**config.mk**
```make
export PLATFORM = sky130hd
export DESIGN_NAME = can_errframe_seq
export DESIGN_NICKNAME = d
export VERILOG_FILES = /design/src/rtl/can_efs_pkg.sv /design/src/rtl/efs_stuff_mon.sv /design/src/rtl/efs_bit_mon.sv /design/src/rtl/efs_seq_fsm.sv /design/src/rtl/can_errframe_seq.sv
export SDC_FILE = /design/constraint.sdc
export NUM_CORES = 1
export LEC_CHECK = 0
export CAP_MARGIN = 0
export CORE_UTILIZATION = 45
export CTS_CLUSTER_DIAMETER = 40
export CTS_CLUSTER_SIZE = 8
export DETAILED_ROUTE_END_ITERATION = 6
export DONT_BUFFER_PORTS = 1
export MAX_ROUTING_LAYER = met4
export PLACE_DENSITY = 0.68
export SLEW_MARGIN = 20
export SYNTH_ARGS = -nofsm -noshare
export SYNTH_HDL_FRONTEND = slang
export SYNTH_SLANG_ARGS = --single-unit
```
**constraint.sdc**
```tcl
create_clock -name clk -period 1.2 [get_ports clk]
set_clock_uncertainty 0.15 [all_clocks]
set_input_delay 0.12 -clock clk [delete_from_list [all_inputs] [get_ports clk]]
set_output_delay 0.12 -clock clk [all_outputs]
set_load 0.02 [all_outputs]
```
**src/rtl/can_efs_pkg.sv**
```systemverilog
package can_efs_pkg;
  typedef enum logic [2:0] {
    ST_NORMAL   = 3'd0,
    ST_CRC_HOLD = 3'd1,
    ST_FLAG     = 3'd2,
    ST_DLM_WAIT = 3'd3,
    ST_DLM      = 3'd4,
    ST_IFS      = 3'd5
  } efs_state_e;
endpackage

```
**src/rtl/efs_stuff_mon.sv**
```systemverilog
module efs_stuff_mon #(
  parameter int RUN_LIM = 5
) (
  input  logic clk,
  input  logic rst_n,
  input  logic bit_tick,
  input  logic chk_en,
  input  logic rx_bit,
  output logic stuff_err
);
  localparam int RUN_W = $clog2(RUN_LIM + 2);
  localparam logic [RUN_W-1:0] RUN_AT_LIM = RUN_W'(RUN_LIM);
  localparam logic [RUN_W-1:0] RUN_SAT    = RUN_W'(RUN_LIM + 1);

  logic [RUN_W-1:0] run_q, run_n;
  logic             last_q, last_n;
  logic             same;

  always_comb begin
    same   = (run_q != '0) && (rx_bit == last_q);
    run_n  = run_q;
    last_n = last_q;
    if (!chk_en) begin
      run_n = '0;
    end else if (bit_tick) begin
      last_n = rx_bit;
      if (!same)                run_n = RUN_W'(1);
      else if (run_q != RUN_SAT) run_n = run_q + 1'b1;
    end
    stuff_err = bit_tick && chk_en && same && (run_q == RUN_AT_LIM);
  end

  always_ff @(posedge clk or negedge rst_n) begin
    if (!rst_n) begin
      run_q  <= '0;
      last_q <= 1'b1;
    end else begin
      run_q  <= run_n;
      last_q <= last_n;
    end
  end

  // run length never passes the saturation point
  p_run_cap_r10: assert property (@(posedge clk) disable iff (!rst_n)
    run_q <= RUN_SAT);
endmodule

```
**src/rtl/efs_bit_mon.sv**
```systemverilog
module efs_bit_mon (
  input  logic clk,
  input  logic rst_n,
  input  logic bit_tick,
  input  logic mon_en,
  input  logic tx_active,
  input  logic ack_slot,
  input  logic tx_want,
  input  logic rx_bit,
  output logic mismatch,
  output logic bit_err_q
);
  always_comb begin
    mismatch = bit_tick && mon_en && tx_active && !ack_slot && (rx_bit != tx_want);
  end

  always_ff @(posedge clk or negedge rst_n) begin
    if (!rst_n) bit_err_q <= 1'b0;
    else        bit_err_q <= mismatch;
  end

  // acknowledge slot never yields a monitoring error
  p_ack_mask_r9: assert property (@(posedge clk) disable iff (!rst_n)
    (bit_tick && ack_slot) |=> !bit_err_q);
  // a receiving node never yields a monitoring error
  p_rx_mask_r9: assert property (@(posedge clk) disable iff (!rst_n)
    (bit_tick && !tx_active) |=> !bit_err_q);
endmodule

```
**src/rtl/efs_seq_fsm.sv**
```systemverilog
module efs_seq_fsm
  import can_efs_pkg::*;
#(
  parameter int FLAG_LEN = 6,
  parameter int DLM_LEN  = 8,
  parameter int IFS_LEN  = 3,
  parameter int CRC_HOLD = 2
) (
  input  logic clk,
  input  logic rst_n,
  input  logic bit_tick,
  input  logic rx_bit,
  input  logic err_now,
  input  logic err_crc,
  input  logic err_passive,
  input  logic tx_want,
  output logic tx_out,
  output logic in_err,
  output logic mon_en,
  output logic rejoin,
  output logic sof_seen
);
  localparam int MAX_A = (FLAG_LEN > DLM_LEN) ? FLAG_LEN : DLM_LEN;
  localparam int MAX_B = (IFS_LEN > CRC_HOLD) ? IFS_LEN : CRC_HOLD;
  localparam int MAXL  = (MAX_A > MAX_B) ? MAX_A : MAX_B;
  localparam int CNT_W = $clog2(MAXL + 1);
  localparam logic [CNT_W-1:0] FLAG_END = CNT_W'(FLAG_LEN - 1);
  localparam logic [CNT_W-1:0] DLM_END  = CNT_W'(DLM_LEN - 2);
  localparam logic [CNT_W-1:0] IFS_END  = CNT_W'(IFS_LEN - 1);
  localparam logic [CNT_W-1:0] CRC_END  = CNT_W'(CRC_HOLD - 1);
  localparam logic [CNT_W-1:0] FLAG_LIM = CNT_W'(FLAG_LEN);

  efs_state_e       state_q, state_n;
  logic [CNT_W-1:0] cnt_q, cnt_n;
  logic             rejoin_n, sof_n;

  // next state
  always_comb begin
    state_n  = state_q;
    cnt_n    = cnt_q;
    rejoin_n = 1'b0;
    sof_n    = 1'b0;
    if (bit_tick) begin
      unique case (state_q)
        ST_NORMAL: begin
          if (err_now) begin
            state_n = ST_FLAG;
            cnt_n   = '0;
          end else if (err_crc) begin
            state_n = ST_CRC_HOLD;
            cnt_n   = '0;
          end
        end
        ST_CRC_HOLD: begin
          if (cnt_q == CRC_END) begin
            state_n = ST_FLAG;
            cnt_n   = '0;
          end else cnt_n = cnt_q + 1'b1;
        end
        ST_FLAG: begin
          if (cnt_q == FLAG_END) begin
            state_n = ST_DLM_WAIT;
            cnt_n   = '0;
          end else cnt_n = cnt_q + 1'b1;
        end
        ST_DLM_WAIT: begin
          if (rx_bit) begin
            state_n = ST_DLM;
            cnt_n   = '0;
          end
        end
        ST_DLM: begin
          if (cnt_q == DLM_END) begin
            state_n = ST_IFS;
            cnt_n   = '0;
          end else cnt_n = cnt_q + 1'b1;
        end
        ST_IFS: begin
          if (!rx_bit) begin
            state_n = ST_NORMAL;
            cnt_n   = '0;
            sof_n   = 1'b1;
          end else if (cnt_q == IFS_END) begin
            state_n  = ST_NORMAL;
            cnt_n    = '0;
            rejoin_n = 1'b1;
          end else cnt_n = cnt_q + 1'b1;
        end
        default: begin
          state_n = ST_NORMAL;
          cnt_n   = '0;
        end
      endcase
    end
  end

  // registers
  always_ff @(posedge clk or negedge rst_n) begin
    if (!rst_n) begin
      state_q  <= ST_NORMAL;
      cnt_q    <= '0;
      rejoin   <= 1'b0;
      sof_seen <= 1'b0;
    end else begin
      state_q  <= state_n;
      cnt_q    <= cnt_n;
      rejoin   <= rejoin_n;
      sof_seen <= sof_n;
    end
  end

  // line drive
  always_comb begin
    unique case (state_q)
      ST_NORMAL: tx_out = tx_want;
      ST_FLAG:   tx_out = err_passive;
      default:   tx_out = 1'b1;
    endcase
    in_err = (state_q != ST_NORMAL);
    mon_en = (state_q == ST_NORMAL);
  end

  p_imm_flag_r1: assert property (@(posedge clk) disable iff (!rst_n)
    (bit_tick && state_q == ST_NORMAL && err_now) |=> (state_q == ST_FLAG && cnt_q == '0));
  p_crc_hold_r2: assert property (@(posedge clk) disable iff (!rst_n)
    (bit_tick && state_q == ST_NORMAL && err_crc && !err_now) |=> (state_q == ST_CRC_HOLD));
  p_flag_len_r3: assert property (@(posedge clk) disable iff (!rst_n)
    (state_q == ST_FLAG) |-> (cnt_q < FLAG_LIM));
  p_wait_rec_r5: assert property (@(posedge clk) disable iff (!rst_n)
    (bit_tick && state_q == ST_DLM_WAIT && !rx_bit) |=> (state_q == ST_DLM_WAIT));
  p_rejoin_src_r6: assert property (@(posedge clk) disable iff (!rst_n)
    rejoin |-> ($past(state_q) == ST_IFS && state_q == ST_NORMAL));
  p_sof_normal_r7: assert property (@(posedge clk) disable iff (!rst_n)
    sof_seen |-> (state_q == ST_NORMAL && !rejoin));
endmodule

```
**src/rtl/can_errframe_seq.sv**
```systemverilog
module can_errframe_seq #(
  parameter int FLAG_LEN  = 6,
  parameter int DLM_LEN   = 8,
  parameter int IFS_LEN   = 3,
  parameter int CRC_HOLD  = 2,
  parameter int STUFF_LIM = 5
) (
  input  logic clk,
  input  logic rst_n,
  input  logic bit_tick,
  input  logic rx_bit,
  input  logic tx_want,
  input  logic tx_active,
  input  logic ack_slot,
  input  logic stuff_chk,
  input  logic frame_err,
  input  logic crc_err,
  input  logic err_passive,
  output logic tx_out,
  output logic err_busy,
  output logic bit_err,
  output logic rejoin,
  output logic sof_seen
);
  logic [1:0] rst_sync_q;
  logic       rst_s_n;
  logic       mon_en, mismatch, stuff_err, err_now;

  always_ff @(posedge clk or negedge rst_n) begin
    if (!rst_n) rst_sync_q <= 2'b00;
    else        rst_sync_q <= {rst_sync_q[0], 1'b1};
  end
  assign rst_s_n = rst_sync_q[1];

  efs_stuff_mon #(.RUN_LIM(STUFF_LIM)) u_stuff (
    .clk(clk), .rst_n(rst_s_n), .bit_tick(bit_tick), .chk_en(stuff_chk),
    .rx_bit(rx_bit), .stuff_err(stuff_err)
  );

  efs_bit_mon u_bmon (
    .clk(clk), .rst_n(rst_s_n), .bit_tick(bit_tick), .mon_en(mon_en),
    .tx_active(tx_active), .ack_slot(ack_slot), .tx_want(tx_want),
    .rx_bit(rx_bit), .mismatch(mismatch), .bit_err_q(bit_err)
  );

  assign err_now = mismatch | stuff_err | frame_err;

  efs_seq_fsm #(
    .FLAG_LEN(FLAG_LEN), .DLM_LEN(DLM_LEN), .IFS_LEN(IFS_LEN), .CRC_HOLD(CRC_HOLD)
  ) u_fsm (
    .clk(clk), .rst_n(rst_s_n), .bit_tick(bit_tick), .rx_bit(rx_bit),
    .err_now(err_now), .err_crc(crc_err), .err_passive(err_passive),
    .tx_want(tx_want), .tx_out(tx_out), .in_err(err_busy), .mon_en(mon_en),
    .rejoin(rejoin), .sof_seen(sof_seen)
  );

  // a monitoring mismatch always lands in an error frame
  p_biterr_flag_r8: assert property (@(posedge clk) disable iff (!rst_s_n)
    bit_err |-> err_busy);
  // a simultaneous immediate error overrides the checksum delay
  p_prio_r12: assert property (@(posedge clk) disable iff (!rst_s_n)
    (bit_tick && !err_busy && crc_err && frame_err) |=> (err_busy && (tx_out == err_passive)));
endmodule

```
==> out/qor.txt <==
Outcome: finished with violations
Failing checks: negative hold slack, negative setup slack
Number of CTS-inserted buffers: 3
Lkg Pwr: 0.665 nW
Synthesized area per cell: 9.50 um^2
Global Route Usage Sum: 26.1%
Setup WS post-layout: -0.785 ns
Via count: 967
Pin count of the biggest net entering global routing: 15
Final nets: 166
Share of cells above drive strength 1: 45.6%
Logic pwr share: 64.7%
CP Max Fanout: 5
Internal power: 0.00188 W
Final TNS setup: -7.73 ns
Diodes inserted: 0
Post-synth ARST share: 100%
Post-place setup slack: -0.797 ns
GPL Wtd Cong: 0.870
Worst Path Arrival: 2.04 ns
RSZ-0062 raised after global routing: true
Final instance area: 1560 um^2
Buf/Inv on CP: 3
Avg WL per Cell: 16.2 um
Die Ht: 49.5 um
TritonCTS clock tree: done
IO Count: 16
Pwr Density: 2020 nW/um^2
Final setup fails: 15
F_max: 504 MHz
Maxcap violations: 0
WP depth: 8
Required @ worst endpoint: 1.25 ns
Antenna violations before repair: 0
Most used cell, CP: buf_4
Worst vdd ir: 0.00170 V
First-pass GRT wire length: 4600 um
WHS: -0.0397 ns
Startpoint Class: primary input
Most used DFF post-synth: dfrtp_1
Synthesized area: 1020 um^2
Yosys cell types: 40
Placed Cells incl. Taps: 157
Number of flops mapped to enable cells by yosys: 0
Grt total ovfl: 0
Router iterations before antenna repair: 4
Post-synthesis cell count: 107
Vias in the first global route: 980
Post-DP Area: 1260 um^2
Die ar.: 2450 um^2
Worst path slowest cell: dlygate4sd3_1
Clk_lat worst skew: 0.28 ns
Clk root buf: clkbuf_4
Endpoints failing hold: 1
Setup crit end kind: flop
Sequential fraction of the synthesis area: 39.5%
DR vias/cell: 5.56
Area grow syn2layout: 53.9%
Most frequent cells in the layout: buf_4 (27), dfrtp_1 (15), nand2_1 (10)
Period utilisation layout: 165%
Std-Cell Rows: 16
Post-DP HPWL: 1650 um
Port Buf Inserts: 0
Worst Path Class, Setup: in -> reg
Slew Limit Fails: 0
Initial core utilization: 49.8%
Hold path cells: 2
Post-route DRC: 0
Cts hold-fix bufs: 7
Post-Route WL: 2830 um
Worst path cell trace: dlygate4sd3_1 > xnor2_1 > nor3_1 > buf_4 > nor3_4 > buf_4 > nor3_2 > o22ai_2
Final cell count without fillers: 174
Psw: 0.00127 W
Clock share of power: 11.3%
Die X: 49.5 um
Share of power burned in registers: 24.0%
Reg clk slew, reported paths: 0.09 ns
DRT antenna net count: 0
FF-to-FF path depth: 6
CTS H-Tree Depth: 1
Synth warn: 0
CTS Buffer Depth: 2
1st-iter DRT viols: 18
Tmin final: 1.99 ns
CP top delay family: buffers and inverters
Core box area: 2040 um^2
Hold WC Path Type: in -> reg
Sw frac: 40.2%
Most common cell after layout, fill and taps aside: buf_4
Clock sink count: 16
Slowest stage delay, CP: 0.62 ns
Post-Syn Nets: 125
#FFs+latches synth: 16
## registers in the layout (all words and copies together), names as in the netlist
signal	cells
rst_sync_q	2
u_bmon.bit_err_q	1
u_fsm.cnt_q	4
u_fsm.rejoin	1
u_fsm.sof_seen	1
u_fsm.state_q	3
u_stuff.last_q	1
u_stuff.run_q	3
## path summary, 6_finish.rpt
path | to | startpoint | slack, ns
setup / recovery | u_fsm.cnt_q[2]$_DFFE_PN0P_ | rx_bit | -0.79
hold / removal | u_bmon.bit_err_q$_DFF_PN0_ | tx_want | -0.04
setup reg to reg | u_fsm.cnt_q[2]$_DFFE_PN0P_ | u_fsm.state_q[1]$_DFFE_PN0P_ | -0.77
hold reg to reg | u_stuff.run_q[0]$_DFFE_PN0P_ | rst_sync_q[1]$_DFF_PN0_ | 0.03
max in group asynchronous | rst_sync_q[1]$_DFF_PN0_ | rst_n | 0.35
min in group asynchronous | u_stuff.run_q[0]$_DFFE_PN0P_ | rst_sync_q[1]$_DFF_PN0_ | 0.03
## worst register-to-register path, cell delays in order, from the launching register on
cell     delay, ns
dfrtp_1       0.39
or3_4         0.40
or3_4         0.35
nor3_4        0.22
buf_4         0.17
nor3_2        0.04
o22ai_2       0.17
## area by class of cell
| class | count | area, um^2 |
|---|---|---|
| clock buffers | 4 | 36.3 |
| fillers | 122 | 478 |
| inverters | 8 | 32.5 |
| multi-input cells | 78 | 708 |
| flip-flops and latches | 16 | 402 |
| well taps | 27 | 33.8 |
| repair buffers | 41 | 352 |
## repair_timing
item                                    in CTS  in global routing
gates resized for setup                     22                 12
endpoints found under the setup margin      15                 15
setup buffers                                4                  4
pin swaps                                    7                  4
hold endpoints to repair                     9                  1
## layer usage
layer | wire [um] | GRT usage (%)
met3 | 115 | 3.70
met5 | 0 | -
met4 | 83 | 8.57
met1 | 1190 | 33.5
met2 | 1430 | 42.5
## power groups by stage
| stage | Clock (W) | Combinational [W] | Sequential (W) |
|---|---|---|---|
| floorplan | 0 | 0.000943 | 0.000763 |
| global placement | 0 | 0.00148 | 0.000755 |
| detailed placement | 0 | 0.00151 | 0.000765 |
| CTS | 0.000368 | 0.00183 | 0.000758 |
| global route | 0.000394 | 0.00219 | 0.000771 |
| finish | 0.000357 | 0.00204 | 0.000756 |
## cells in the mapped netlist (all sizes together) (2+ instances only)
cell    n  share of area (%)
a21oi   5                2.5
and2    2                1.2
buf     4                3.4
dfrtp  15                 37
ha      7                8.6
inv     8                3.0
mux2i   3                3.0
nand2  13                4.8
nand3   3                1.5
nor2    3                1.1
nor2b   2                1.2
nor3    7                5.0
o21ai   7                3.4
o22ai   2                1.2
o31ai   2                1.5
or3     2                2.2
xnor2   4                3.4
## cells by family (layout without fill, tap and decap cells)
kind of cell	count (synthesis)	in the layout	synth area share [%]
simple gates	38	38	21.4
compound gates	23	23	14.9
flops	16	16	39.5
buf+inv	13	53	6.77
fa+ha+maj	7	7	8.62
xor+xnor	5	5	4.31
mux	4	4	4.06
other cells	1	1	0.369
## per-stage QoR
step,util [%],total power (W)
floorplan,-,0.00171
global placement,61.8,0.00224
detailed placement,61.8,0.00227
CTS,73.8,0.00296
global route,76.6,0.00336
finish,76.6,0.00315
No activity file was read; power rests on OpenSTA's default activity.
